## src/rtl/rtc_pkg.sv

```systemverilog
package rtc_pkg;
  localparam int REG_AW = 3;
  localparam int BYTE_W = 8;

  typedef enum logic [REG_AW-1:0] {
    RA_CTRL  = 3'd0,
    RA_SEC   = 3'd1,
    RA_MIN   = 3'd2,
    RA_HOUR  = 3'd3,
    RA_DAY   = 3'd4,
    RA_DATE  = 3'd5,
    RA_MONTH = 3'd6,
    RA_YEAR  = 3'd7
  } reg_addr_e;

  localparam logic [BYTE_W-1:0] CTRL_KEEP  = 8'h5F;
  localparam logic [BYTE_W-1:0] CTRL_FORCE = 8'h90;

  typedef struct packed {
    logic [5:0] sec;
    logic [5:0] min;
    logic [4:0] hour;
    logic [2:0] wday;
    logic [5:0] date;
    logic [3:0] month;
    logic [6:0] year;
  } tod_t;

  typedef struct packed {
    logic              ld_ctrl;
    logic              ld_stop;
    logic              ld_sec;
    logic              ld_min;
    logic              ld_hour;
    logic              ld_day;
    logic              ld_date;
    logic              ld_month;
    logic              ld_year;
    logic [BYTE_W-1:0] ctrl;
    logic              stop;
    logic [5:0]        sec;
    logic [5:0]        min;
    logic [4:0]        hour;
    logic [2:0]        wday;
    logic              cent;
    logic [5:0]        date;
    logic [3:0]        month;
    logic [6:0]        year;
  } wr_cmd_t;

  function automatic logic [7:0] bcd_to_bin(input logic [3:0] tens, input logic [3:0] ones);
    return 8'(tens) * 8'd10 + 8'(ones);
  endfunction

  function automatic logic [7:0] bin_to_bcd(input logic [6:0] v);
    logic [6:0] t;
    logic [6:0] o;
    t = v / 7'd10;
    o = v % 7'd10;
    return {t[3:0], o[3:0]};
  endfunction

  function automatic logic [4:0] month_days(input logic [3:0] m, input logic leap);
    case (m)
      4'd2:                      return leap ? 5'd29 : 5'd28;
      4'd4, 4'd6, 4'd9, 4'd11:   return 5'd30;
      default:                   return 5'd31;
    endcase
  endfunction
endpackage

```

## src/rtl/rtc_wr_decode.sv

```systemverilog
module rtc_wr_decode
  import rtc_pkg::*;
(
  input  logic              wr_en,
  input  logic [REG_AW-1:0] addr,
  input  logic [BYTE_W-1:0] wdata,
  output wr_cmd_t           cmd
);
  logic [7:0] v_ms, v_hour, v_date, v_month, v_year;

  always_comb begin
    v_ms    = bcd_to_bin({1'b0, wdata[6:4]}, wdata[3:0]);
    v_hour  = bcd_to_bin({2'b0, wdata[5:4]}, wdata[3:0]);
    v_date  = v_hour;
    v_month = bcd_to_bin({3'b0, wdata[4]}, wdata[3:0]);
    v_year  = bcd_to_bin(wdata[7:4], wdata[3:0]);

    cmd          = '0;
    cmd.ctrl     = (wdata & CTRL_KEEP) | CTRL_FORCE;
    cmd.stop     = wdata[7];
    cmd.sec      = v_ms[5:0];
    cmd.min      = v_ms[5:0];
    cmd.hour     = v_hour[4:0];
    cmd.wday     = wdata[2:0];
    cmd.cent     = wdata[6];
    cmd.date     = v_date[5:0];
    cmd.month    = v_month[3:0];
    cmd.year     = v_year[6:0];

    if (wr_en) begin
      case (reg_addr_e'(addr))
        RA_CTRL:  cmd.ld_ctrl  = 1'b1;
        RA_SEC: begin
          cmd.ld_stop = 1'b1;
          cmd.ld_sec  = (v_ms <= 8'd59);
        end
        RA_MIN:   cmd.ld_min   = (v_ms <= 8'd59);
        RA_HOUR:  cmd.ld_hour  = (v_hour <= 8'd23);
        RA_DAY:   cmd.ld_day   = 1'b1;
        RA_DATE:  cmd.ld_date  = (v_date != 8'd0);
        RA_MONTH: cmd.ld_month = (v_month >= 8'd1) && (v_month <= 8'd12);
        RA_YEAR:  cmd.ld_year  = (v_year <= 8'd99);
        default:  ;
      endcase
    end
  end
endmodule

```

## src/rtl/rtc_time_core.sv

```systemverilog
module rtc_time_core
  import rtc_pkg::*;
#(
  parameter int BASE_YEAR = 2000
) (
  input  logic              clk,
  input  logic              rst_n,
  input  logic              sec_tick,
  input  wr_cmd_t           cmd,
  output tod_t              tod_q,
  output logic              stop_q,
  output logic              cent_q,
  output logic [BYTE_W-1:0] ctrl_q
);
  localparam int          BASE_MOD4 = ((BASE_YEAR % 4) + 4) % 4;
  localparam logic [1:0]  BASE_LO   = 2'(BASE_MOD4);

  tod_t       nx;
  logic       leap;
  logic [4:0] dim;

  always_comb begin
    leap = ((tod_q.year[1:0] + BASE_LO) == 2'd0);
    dim  = month_days(tod_q.month, leap);
    nx   = tod_q;
    if (sec_tick && !stop_q) begin
      if (tod_q.sec >= 6'd59) begin
        nx.sec = '0;
        if (tod_q.min >= 6'd59) begin
          nx.min = '0;
          if (tod_q.hour >= 5'd23) begin
            nx.hour = '0;
            nx.wday = (tod_q.wday >= 3'd7 || tod_q.wday == 3'd0) ? 3'd1 : tod_q.wday + 3'd1;
            if (tod_q.date >= {1'b0, dim}) begin
              nx.date = 6'd1;
              if (tod_q.month >= 4'd12) begin
                nx.month = 4'd1;
                nx.year  = (tod_q.year >= 7'd99) ? 7'd0 : tod_q.year + 7'd1;
              end else begin
                nx.month = tod_q.month + 4'd1;
              end
            end else begin
              nx.date = tod_q.date + 6'd1;
            end
          end else begin
            nx.hour = tod_q.hour + 5'd1;
          end
        end else begin
          nx.min = tod_q.min + 6'd1;
        end
      end else begin
        nx.sec = tod_q.sec + 6'd1;
      end
    end
    if (cmd.ld_sec)   nx.sec   = cmd.sec;
    if (cmd.ld_min)   nx.min   = cmd.min;
    if (cmd.ld_hour)  nx.hour  = cmd.hour;
    if (cmd.ld_day)   nx.wday  = cmd.wday;
    if (cmd.ld_date)  nx.date  = cmd.date;
    if (cmd.ld_month) nx.month = cmd.month;
    if (cmd.ld_year)  nx.year  = cmd.year;
  end

  always_ff @(posedge clk) begin
    if (!rst_n) begin
      tod_q  <= '{sec: '0, min: '0, hour: '0, wday: 3'd1, date: 6'd1, month: 4'd1, year: '0};
      stop_q <= 1'b0;
      cent_q <= 1'b0;
      ctrl_q <= CTRL_FORCE;
    end else begin
      tod_q <= nx;
      if (cmd.ld_stop) stop_q <= cmd.stop;
      if (cmd.ld_day)  cent_q <= cmd.cent;
      if (cmd.ld_ctrl) ctrl_q <= cmd.ctrl;
    end
  end
endmodule

```

## src/rtl/rtc_rd_port.sv

```systemverilog
module rtc_rd_port
  import rtc_pkg::*;
(
  input  logic              clk,
  input  logic              rst_n,
  input  logic              req_valid,
  input  logic              req_write,
  input  logic [REG_AW-1:0] req_addr,
  output logic              req_ready,
  output logic              wr_en,
  input  logic              rsp_ready,
  output logic              rsp_valid,
  output logic [BYTE_W-1:0] rsp_rdata,
  input  tod_t              tod_q,
  input  logic              stop_q,
  input  logic              cent_q,
  input  logic [BYTE_W-1:0] ctrl_q
);
  logic              accept;
  logic [BYTE_W-1:0] rd_mux;
  logic [7:0]        bcd_sec;

  assign req_ready = !rsp_valid || rsp_ready;
  assign accept    = req_valid && req_ready;
  assign wr_en     = accept && req_write;

  always_comb begin
    bcd_sec = bin_to_bcd({1'b0, tod_q.sec});
    case (reg_addr_e'(req_addr))
      RA_CTRL:  rd_mux = ctrl_q;
      RA_SEC:   rd_mux = {stop_q, bcd_sec[6:0]};
      RA_MIN:   rd_mux = bin_to_bcd({1'b0, tod_q.min});
      RA_HOUR:  rd_mux = bin_to_bcd({2'b0, tod_q.hour});
      RA_DAY:   rd_mux = {1'b0, cent_q, 3'b000, tod_q.wday};
      RA_DATE:  rd_mux = bin_to_bcd({1'b0, tod_q.date});
      RA_MONTH: rd_mux = bin_to_bcd({3'b0, tod_q.month});
      default:  rd_mux = bin_to_bcd(tod_q.year);
    endcase
  end

  always_ff @(posedge clk) begin
    if (!rst_n) begin
      rsp_valid <= 1'b0;
      rsp_rdata <= '0;
    end else if (accept && !req_write) begin
      rsp_valid <= 1'b1;
      rsp_rdata <= rd_mux;
    end else if (rsp_ready) begin
      rsp_valid <= 1'b0;
    end
  end
endmodule

```

## src/rtl/rtc_tod_regfile.sv

```systemverilog
module rtc_tod_regfile
  import rtc_pkg::*;
#(
  parameter int BASE_YEAR = 2000
) (
  input  logic              clk,
  input  logic              rst_n,
  input  logic              sec_tick,
  input  logic              req_valid,
  output logic              req_ready,
  input  logic              req_write,
  input  logic [REG_AW-1:0] req_addr,
  input  logic [BYTE_W-1:0] req_wdata,
  output logic              rsp_valid,
  input  logic              rsp_ready,
  output logic [BYTE_W-1:0] rsp_rdata
);
  logic              wr_en;
  wr_cmd_t           cmd;
  tod_t              tod_q;
  logic              stop_q;
  logic              cent_q;
  logic [BYTE_W-1:0] ctrl_q;

  rtc_wr_decode u_dec (
    .wr_en (wr_en),
    .addr  (req_addr),
    .wdata (req_wdata),
    .cmd   (cmd)
  );

  rtc_time_core #(.BASE_YEAR(BASE_YEAR)) u_core (
    .clk      (clk),
    .rst_n    (rst_n),
    .sec_tick (sec_tick),
    .cmd      (cmd),
    .tod_q    (tod_q),
    .stop_q   (stop_q),
    .cent_q   (cent_q),
    .ctrl_q   (ctrl_q)
  );

  rtc_rd_port u_port (
    .clk       (clk),
    .rst_n     (rst_n),
    .req_valid (req_valid),
    .req_write (req_write),
    .req_addr  (req_addr),
    .req_ready (req_ready),
    .wr_en     (wr_en),
    .rsp_ready (rsp_ready),
    .rsp_valid (rsp_valid),
    .rsp_rdata (rsp_rdata),
    .tod_q     (tod_q),
    .stop_q    (stop_q),
    .cent_q    (cent_q),
    .ctrl_q    (ctrl_q)
  );
endmodule

```

## config.mk

```make
export PLATFORM = sky130hd
export DESIGN_NAME = rtc_tod_regfile
export DESIGN_NICKNAME = d
export VERILOG_FILES = /design/src/rtl/rtc_pkg.sv /design/src/rtl/rtc_wr_decode.sv /design/src/rtl/rtc_time_core.sv /design/src/rtl/rtc_rd_port.sv /design/src/rtl/rtc_tod_regfile.sv
export SDC_FILE = /design/constraint.sdc
export NUM_CORES = 1
export LEC_CHECK = 0
export BUFFER_PORTS_ARGS = -buffer_cell sky130_fd_sc_hd__buf_2
export CAP_MARGIN = 20
export CELL_PAD_IN_SITES_DETAIL_PLACEMENT = 1
export CELL_PAD_IN_SITES_GLOBAL_PLACEMENT = 1
export CORE_MARGIN = 3
export CORE_UTILIZATION = 40
export DETAILED_ROUTE_END_ITERATION = 8
export PLACE_DENSITY_LB_ADDON = 0.3
export SLEW_MARGIN = 20
export SYNTH_ARGS = -nofsm -noshare
export SYNTH_HDL_FRONTEND = slang
export SYNTH_HIERARCHICAL = 1
export SYNTH_SLANG_ARGS = --single-unit
export TNS_END_PERCENT = 100
```

## constraint.sdc

```tcl
create_clock -name clk -period 5.1 [get_ports clk]
set_input_delay 0.51 -clock clk [delete_from_list [all_inputs] [get_ports clk]]
set_output_delay 0.51 -clock clk [all_outputs]
set_load 0.005 [all_outputs]
```

# Yosys cells after proc, flatten, opt, wreduce, memory -nomap -nowiden
# Cells that the tools add are included.
# W data, S select, Z words.
[word_totals] reg_bits=53 input_bits=17 output_inout_bits=10
[op_classes] add_sub_neg=11 n_mul=4 div_mod_pow=12 order_cmp=12 eq_ne=12 mux=34 reduce_logical=47
[ops] op="$pmux W8 S7" n=1
[ops] op="$reduce_bool A2 Y1" n=26
[ops] op="$mux W37" n=1
[ops] op="$mux W6" n=6
[ops] op="$mux W31" n=1
[ops] op="$mux W25" n=1
[ops] op="$div A6 B4 Y7 const B" n=3
[ops] op="$mod A6 B4 Y7 const B" n=3
[ops] op="$mux W7" n=3
[ops] op="$mux W20" n=1
[ops] op="$add A6 B1 Y6 const B" n=3
[ops] op="$eq A3 B3 Y1 const B" n=4
[ops] op="$ge A6 B6 Y1 const B" n=2
[ops] op="$mux W11" n=1
[ops] op="$mux W1" n=10
[ops] op="$mux W5" n=2
[ops] op="$pmux W5 S2" n=1
[ops] op="$mux W9" n=1
[ops] op="$add A7 B4 Y8" n=1
[ops] op="$add A8 B4 Y8" n=1
[ops] op="$eq A4 B3 Y1 const B" n=2
[ops] op="$eq A4 B4 Y1 const B" n=2
[ops] op="$ge A8 B1 Y1 const B" n=1
[ops] op="$le A8 B4 Y1 const B" n=1
[ops] op="other kinds (42)" n=54

# Logic depth before layout (Yosys ltp)
# Gate-level depths: netlist of the first run.
[logic_depth] ltp_word=10 mapped_depth=18 mapped_depth_nobuf=16

# Hierarchy
# Netlist of the first run, hierarchy kept.
[modules_own_cells] mod="rtc_time_core" instances=1 cells_per_inst=342 area_each_um2=2701.3
[modules_own_cells] mod="rtc_rd_port" instances=1 cells_per_inst=232 area_each_um2=1798.0
[modules_own_cells] mod="rtc_wr_decode" instances=1 cells_per_inst=124 area_each_um2=917.1

# Worst setup path after synthesis of the first run
# OpenSTA, ideal clock, no wires.
[synth_path] kind="input -> register" start="in req_addr[2]" end="reg u_port.rsp_rdata[1]" setup_ps=117 arrival_ps=3681 slack_ps=1302 cell_stages=18 n_path_buf=2 cell_sequence="buf_6 -> buf_8 -> mux2_1 -> a32oi_1 -> o21ai_1 -> and2b_2 -> nor3_4 -> ha_1 -> nand2_1 -> o21a_1 -> o31ai_4 -> xnor2_1 -> ha_1 -> o21ai_1 -> nor3b_2 -> a311oi_2 -> xnor2_1 -> o21ai_1"
[synth_between] elab_chain_cells=2 elab_cells_between_ends=8
[synth_lines] item="from (decl)" line_no="rtc_tod_regfile.sv:12" rtl="input logic [REG_AW-1:0] req_addr,"
[synth_lines] item="$eq A3 B3 Y1 (tied with other cells)" line_no="rtc_rd_port.sv:29" rtl="case (reg_addr_e'(req_addr))"
[synth_lines] item="$pmux W8 S7 (*)" line_no="rtc_rd_port.sv:29"
[synth_lines] item="to (signal assigned)" line_no="rtc_rd_port.sv:47" rtl="rsp_rdata <= rd_mux;"
[synth_lines] item="to (decl)" line_no="rtc_rd_port.sv:13" rtl="output logic [BYTE_W-1:0] rsp_rdata,"
# Every way passes the cells marked *; elsewhere a longest branch is shown, timed or not.
# A chain may end at the register's enable or synchronous reset.

# Final worst setup path of the first run
# Ends and elaborated chain as after synthesis.

==> run metrics, run 1 <==
status=finished clean; crit-path max cell delay=0.50 ns; post-synth cell types=95; routing usage on met3=0.02673; final setup TNS=0 ns; Final setup viols=0; FF-to-FF setup slack=0.90 ns; Post-CTS Repair Setup Buffers=0; number of synthesized flops with an enable pin=0; gr ovfl total=0; most common cell after layout, fill and taps aside=nand2_1; CTS Buf Count=5; antenna diode count=0; leakage dissipation=2.072 nW; Nets=727; via count=5268; IR drop worst, VDD=0.0001215 V; DRT antenna net count=0; Die Area=14970 sq um; worst path cell trace=buf_2, and3_2, o21ai_0, a211o_1, and3_4, nor3_4, ha_1, nand2_1, o21a_1, o31ai_4, xnor2_1, ha_1, o21ai_1, nor3b_2, a311oi_2, xnor2_1, o21ai_1; Hold Crit Depth=2; max_cap viols=0; Worst Reg-to-Reg Cells=16; Area Overhead vs Synth=2.310%; Synth Cell Area=5416 sq um; Crit Path Category=in -> reg; # resized after CTS=0; crit start category=input port; layout cells sized above 1=0.1091; post-DP HPWL=13280 microns; CP required=5.30 ns; worst hold path type=reg -> reg; CTS Buffer Depth=2; Yosys warning count=6; multi-input combinational cell area=3727 sq um; number of global-route vias before repair=5210; Register Area=1121 sq um; FP Rows=41; Final Instance Area=5542 sq um; met2 Track Usage GR=0.3947; Setup crit start=req_addr[2]; cts-stage hold buffer count=0; Initial Util=0.4190; RSZ-0062 raised after global routing=false; largest fanout on the critical path=30; core outline area=12930 sq um; most frequent cells in the layout=nand2_1 (62), o21ai_0 (57), nor2_1 (57); Via density=6.198; Root Driver=clkbuf_16; first-pass GRT wire length=27570 microns; Cell Pwr Density=207.8 nW/um^2; Setup Skew=0.01057 ns; Filler cells=1621; Synth Register Bits=56; Worst Path Arrival=4.57 ns; FF-to-FF End=u_port/rsp_rdata[1]; placed cell area=5374 sq um; Syn Area/Cell=7.760 sq um; Final Hold Fails=0; clock-pin slew on the worst setup and hold paths=0.08 ns; Seq/Total Area, Yosys=0.2070; CP endpoint=u_port/rsp_rdata[1]; Worst Tran Pin Value=0.8339 ns; average wire per standard cell=20.40 microns; Die Y=122.4 microns; Post-synth ARST share=0; Crit. End Element=flop; CTS H-Tree Depth=2; 1st-pass router iterations=5; pin count of the biggest net entering global routing=40; GPL Wtd Cong=0.8999; Tmin final=4.361 ns; max_slew headroom=0.4398; IO Port Bufs=26; drt initial violations=334; CTS tree=done; Worst-Skew Late Latency=0.31 ns; I/O pin count=27; Post-Syn Instances=698; Final period util=0.8551; FMAX=0.2293 GHz; met1 layer usage reported by global route=0.3093; Die W=122.4 microns; GRT busiest layer=met2; TritonCTS Sinks=56; reg-to-reg startpoint=u_core/tod_q[34]; gr usage total=0.2322; CP max-delay cell=buf_2; Final Util=0.4287; antenna violations before repair=0; DR DRC count=0; WL final=17340 microns; Most used DFF post-synth=dfxtp_1; final slew viol count=0
power breakdown:
| part | total, mW | leakage (nW) | internal [mW] | switching (mW) |
|---|---|---|---|---|
| registers | 0.468 | 0.454 | 0.449 | 0.0191 |
| logic | 0.268 | 1.54 | 0.0987 | 0.170 |
| clock network | 0.415 | 0.0815 | 0.235 | 0.180 |
| total | 1.15 | 2.07 | 0.782 | 0.369 |
cells in the mapped netlist (6+ instances only):
library cell | count | area [sq um]
and3_1 | 12 | 75.07
buf_4 | 35 | 262.8
a211o_1 | 6 | 52.55
o31ai_1 | 7 | 52.55
o211ai_1 | 8 | 60.06
mux2i_1 | 28 | 280.3
inv_1 | 30 | 112.6
a21oi_1 | 35 | 175.2
dfxtp_1 | 56 | 1121
a21o_1 | 6 | 45.04
buf_2 | 7 | 35.03
nand2_1 | 62 | 232.7
nor2b_1 | 9 | 56.30
clkbuf_1 | 10 | 37.54
a31oi_1 | 21 | 131.4
a211oi_1 | 8 | 60.06
nor3_1 | 21 | 105.1
nor2_1 | 57 | 214.0
nand2b_1 | 8 | 50.05
nand3_1 | 22 | 110.1
o21ai_0 | 57 | 285.3
ha_1 | 31 | 387.9
xnor2_1 | 13 | 113.9
state kept, by name (all words and copies together), names as in the netlist:
register	cells
u_port/rsp_rdata	8
u_port/rsp_valid	1
u_core/ctrl_q	8
u_core/tod_q	37
u_core/stop_q	1
u_core/cent_q	1
area by class of cell:
class	instances	area share
clock buffers	6	0.02326
inverters	32	0.02168
repair buffers	34	0.03432
clock inverters	2	0.006999
multi-input cells	548	0.6726
well taps	172	0.03883
flip-flops and latches	56	0.2023
kinds of logic after synthesis:
kind of cell	share of synthesized area
multiplexers	0.07669
other	0.001387
flip-flops	0.2070
buffers and inverters	0.1058
AND/OR/NAND/NOR	0.2280
XOR/XNOR	0.02587
AO/OA/AOI/OAI	0.2724
adder cells (fa/ha/maj)	0.08293
how the worst min path moves through the flow:
stage                         from             endpoint
3_5_place_dp   u_port/rsp_rdata[0]  u_port/rsp_rdata[0]
6_report       u_port/rsp_rdata[0]  u_port/rsp_rdata[0]
5_1_grt        u_port/rsp_rdata[0]  u_port/rsp_rdata[0]
4_1_cts        u_port/rsp_rdata[0]  u_port/rsp_rdata[0]
2_1_floorplan     u_core/ctrl_q[7]     u_core/ctrl_q[7]
3_3_place_gp   u_port/rsp_rdata[6]  u_port/rsp_rdata[6]
metrics by stage:
stage	power, mW	setup slack (ns)	hold slack [ns]	std cells
detailed placement	0.7429	0.4571	0.4639	842
finish	1.151	0.7392	0.4730	850
global route	1.207	0.4408	0.4928	850
floorplan	0.6968	1.302	0.4408	699
CTS	1.159	0.7829	0.4745	850
global placement	0.7311	0.7230	0.4480	842
critical path: cells and delay by family:
kind	cells	cell delay, ns
AOI/OAI and AO/OA	7	1.56
xor gates and xnor gates	2	0.35
and+or+nand+nor	5	1.09
buffers and inverters	1	0.50
adders and majority gates	2	0.54
layer usage:
metal  routed length [microns]  up-vias  part of all wire
met3                       636       27             0.037
li1                          -     2510                 -
met4                       386        0             0.022
met5                         0        -                 0
met2                      8421      113              0.49
met1                      7898     2618              0.46
No activity file was read; power rests on OpenSTA's default activity.
==> run 2: changes to the inputs <==
--- a/config.mk
+++ b/config.mk
@@ -12,7 +12,7 @@
 export CORE_MARGIN = 3
 export CORE_UTILIZATION = 40
 export DETAILED_ROUTE_END_ITERATION = 8
-export PLACE_DENSITY_LB_ADDON = 0.3
+export PLACE_DENSITY_LB_ADDON = 0.1
 export SLEW_MARGIN = 20
 export SYNTH_ARGS = -nofsm -noshare
 export SYNTH_HDL_FRONTEND = slang
==> run 2 against run 1 <==
Worst hold slack worse by 0.0075 ns. Cell area grew 0.14%. Sequential power is essentially flat. Non-clock buffer count increased by 3. Critical path depth increased by 1. Fmax up 2.7%. Cell count rose by 0.35%. Worst setup slack gained 0.12 ns. Clock power fell by 10%. Critical path type unchanged. Largest power group unchanged. Highest routed layer is now met5.
==> run metrics, run 2 (synthesized netlist as in run 1, its figures left out) <==
CTS Buf Count=5 (unchanged); RSZ-0062 raised after global routing=false (unchanged); Final setup viols=0 (unchanged); Buf/Inv on CP=2 (was 1); max reg flops=37 (unchanged); Worst Path Arrival=4.44 ns (was 4.57 ns); CTS H-Tree Depth=2 (unchanged); I/O pin count=27 (unchanged); largest fanout on the critical path=26 (was 30); Final period util=0.8324 (was 0.8551); WL final=17390 microns (was 17340 microns); CP max-delay cell=a211o_1 (was buf_2); CTS tree=done (unchanged); GPL Wtd Cong=0.8857 (was 0.8999); IO Port Bufs=26 (unchanged); Crit. End Element=flop (unchanged); FF-to-FF setup slack=0.96 ns (was 0.90 ns); CP required=5.30 ns (about the same); leakage dissipation=2.083 nW (was 2.072 nW); first-pass GRT wire length=27540 microns (was 27570 microns); Setup Skew=0.003419 ns (was 0.01057 ns); worst hold path type=reg -> reg (unchanged); most frequent cells in the layout=nand2_1 (62), o21ai_0 (57), nor2_1 (57) (unchanged); Area Overhead vs Synth=2.449% (was 2.310%); Worst-Skew Late Latency=0.30 ns (was 0.31 ns); TritonCTS Sinks=56 (unchanged); Hold Crit Start=u_port/rsp_rdata[6] (was u_port/rsp_rdata[0]); Cell Pwr Density=199.5 nW/um^2 (was 207.8 nW/um^2); Nets=730 (was 727); worst hold slack=0.4656 ns (was 0.4730 ns); Largest regs=u_core/tod_q x37, u_core/ctrl_q x8, u_port/rsp_rdata x8 (unchanged); CTS Buffer Depth=2 (unchanged); Crit Path Category=in -> reg (unchanged); Die W=122.4 microns (unchanged); average wire per standard cell=20.39 microns (was 20.40 microns); worst path cell trace=buf_2, buf_4, nand2b_1, o211ai_1, a211o_1, and3_4, nor3_4, ha_1, nand2_1, o21a_1, o31ai_4, xnor2_1, ha_1, o21ai_1, nor3b_2, a311oi_2, xnor2_1, o21ai_1 (was buf_2, and3_2, o21ai_0, a211o_1, and3_4, nor3_4, ha_1, nand2_1, o21a_1, o31ai_4, xnor2_1, ha_1, o21ai_1, nor3b_2, a311oi_2, xnor2_1, o21ai_1); DRT antenna net count=0 (unchanged); DR DRC count=0 (unchanged); number of global-route vias before repair=5110 (was 5210); IR drop worst, VDD=0.0001256 V (was 0.0001215 V); drt initial violations=321 (was 334); Final Hold Fails=0 (unchanged); gr ovfl total=0 (unchanged); crit-path max cell delay=0.38 ns (was 0.50 ns); Post-CTS Repair Setup Buffers=0 (unchanged); Worst Tran Pin Value=0.8073 ns (was 0.8339 ns); CP top delay family=compound AO/OA/AOI/OAI gates (unchanged); Root Driver=clkbuf_16 (unchanged); via count=5261 (was 5268); FP Rows=41 (unchanged); Filler cells=1649 (was 1621); Reg with most FFs=u_core/tod_q (unchanged); gr usage total=0.2344 (was 0.2322); Via density=6.168 (was 6.198); FMAX=0.2356 GHz (was 0.2293 GHz); Hold Crit Endpoint=u_port/rsp_rdata[6] (was u_port/rsp_rdata[0]); Hold Crit Depth=2 (unchanged); max_cap viols=0 (unchanged); final setup TNS=0 ns (unchanged); antenna violations before repair=1 (was 0); Initial Util=0.4190 (unchanged); status=finished clean (unchanged); Die Y=122.4 microns (unchanged); # resized after CTS=0 (unchanged); antenna diode count=0 (unchanged); cts-stage hold buffer count=0 (unchanged); 1st-pass router iterations=5 (unchanged); reg-to-reg startpoint=u_core/tod_q[34] (unchanged); final slew viol count=0 (unchanged); Tmin final=4.245 ns (was 4.361 ns); clock-pin slew on the worst setup and hold paths=0.07 ns (was 0.08 ns); pin count of the biggest net entering global routing=40 (unchanged); core outline area=12930 sq um (unchanged); max_slew headroom=0.4577 (was 0.4398); most common cell after layout, fill and taps aside=nand2_1 (unchanged); layout cells sized above 1=0.1145 (was 0.1091); post-DP HPWL=13470 microns (was 13280 microns); Die Area=14970 sq um (unchanged); Worst Reg-to-Reg Cells=16 (unchanged); crit start category=input port (unchanged); FF-to-FF End=u_port/rsp_rdata[1] (unchanged)
## run 2: how the worst max path moves through the flow
stage | depth (start not counted) | end | slack, ns | from
2_1_floorplan | 18 | u_port/rsp_rdata[1] | 1.30 | req_addr[2]
3_3_place_gp | 18 | u_port/rsp_rdata[1] | 0.73 | req_addr[0]
3_5_place_dp | 18 | u_port/rsp_rdata[1] | 0.56 | req_addr[0]
4_1_cts | 18 | u_port/rsp_rdata[1] | 0.88 | req_addr[0]
5_1_grt | 18 | u_port/rsp_rdata[1] | 0.62 | req_addr[0]
6_report | 18 | u_port/rsp_rdata[1] | 0.85 | req_addr[0]
## run 2: cell type report
type	instances	area [sq um]	area share
repair buffers	37	212.7	0.03833
multi-input cells	548	3727	0.6717
inverters	32	120.1	0.02165
flip-flops and latches	56	1121	0.2020
clock inverters	2	13.76	0.002480
well taps	172	215.2	0.03878
clock buffers	6	138.9	0.02503
## run 2: stage by stage
step           worst slack, ns  total power, mW  utilization  cells  area [sq um]
6_report                0.8549            1.107       0.4292    853          5549
5_1_grt                 0.6190            1.166       0.4292    853          5549
4_1_cts                 0.8810            1.119       0.4292    853          5549
3_5_place_dp            0.5588           0.7431       0.4174    845          5396
3_3_place_gp            0.7302           0.7339       0.4174    845          5396
2_1_floorplan            1.302           0.6968            -    699          5420
## run 2: worst register-to-register path, stage by stage (launching register included)
cell and delay, ns:
dfxtp_1 0.64, nor4bb_1 0.37, a211o_1 0.17, a211o_1 0.20, and2b_2 0.26, nor3_4 0.31, ha_1 0.24, nand2_1 0.06
o21a_1 0.19, o31ai_4 0.39, xnor2_1 0.18, ha_1 0.28, o21ai_1 0.10, nor3b_2 0.17, a311oi_2 0.27, xnor2_1 0.14
o21ai_1 0.07
## run 2: layer usage
| metal | wire, microns | track usage |
|---|---|---|
| met5 | 15 | 0 |
| met4 | 183 | 0.04969 |
| met1 | 8032 | 0.3077 |
| met3 | 737 | 0.03134 |
| met2 | 8423 | 0.4105 |
## run 2: power breakdown
group          total (mW)  switching [mW]  internal [mW]  leakage, nW
Clock               0.372           0.174          0.197       0.0772
Sequential          0.468          0.0191          0.449        0.454
Combinational       0.267           0.167         0.0998         1.55
Total                1.11           0.361          0.746         2.08
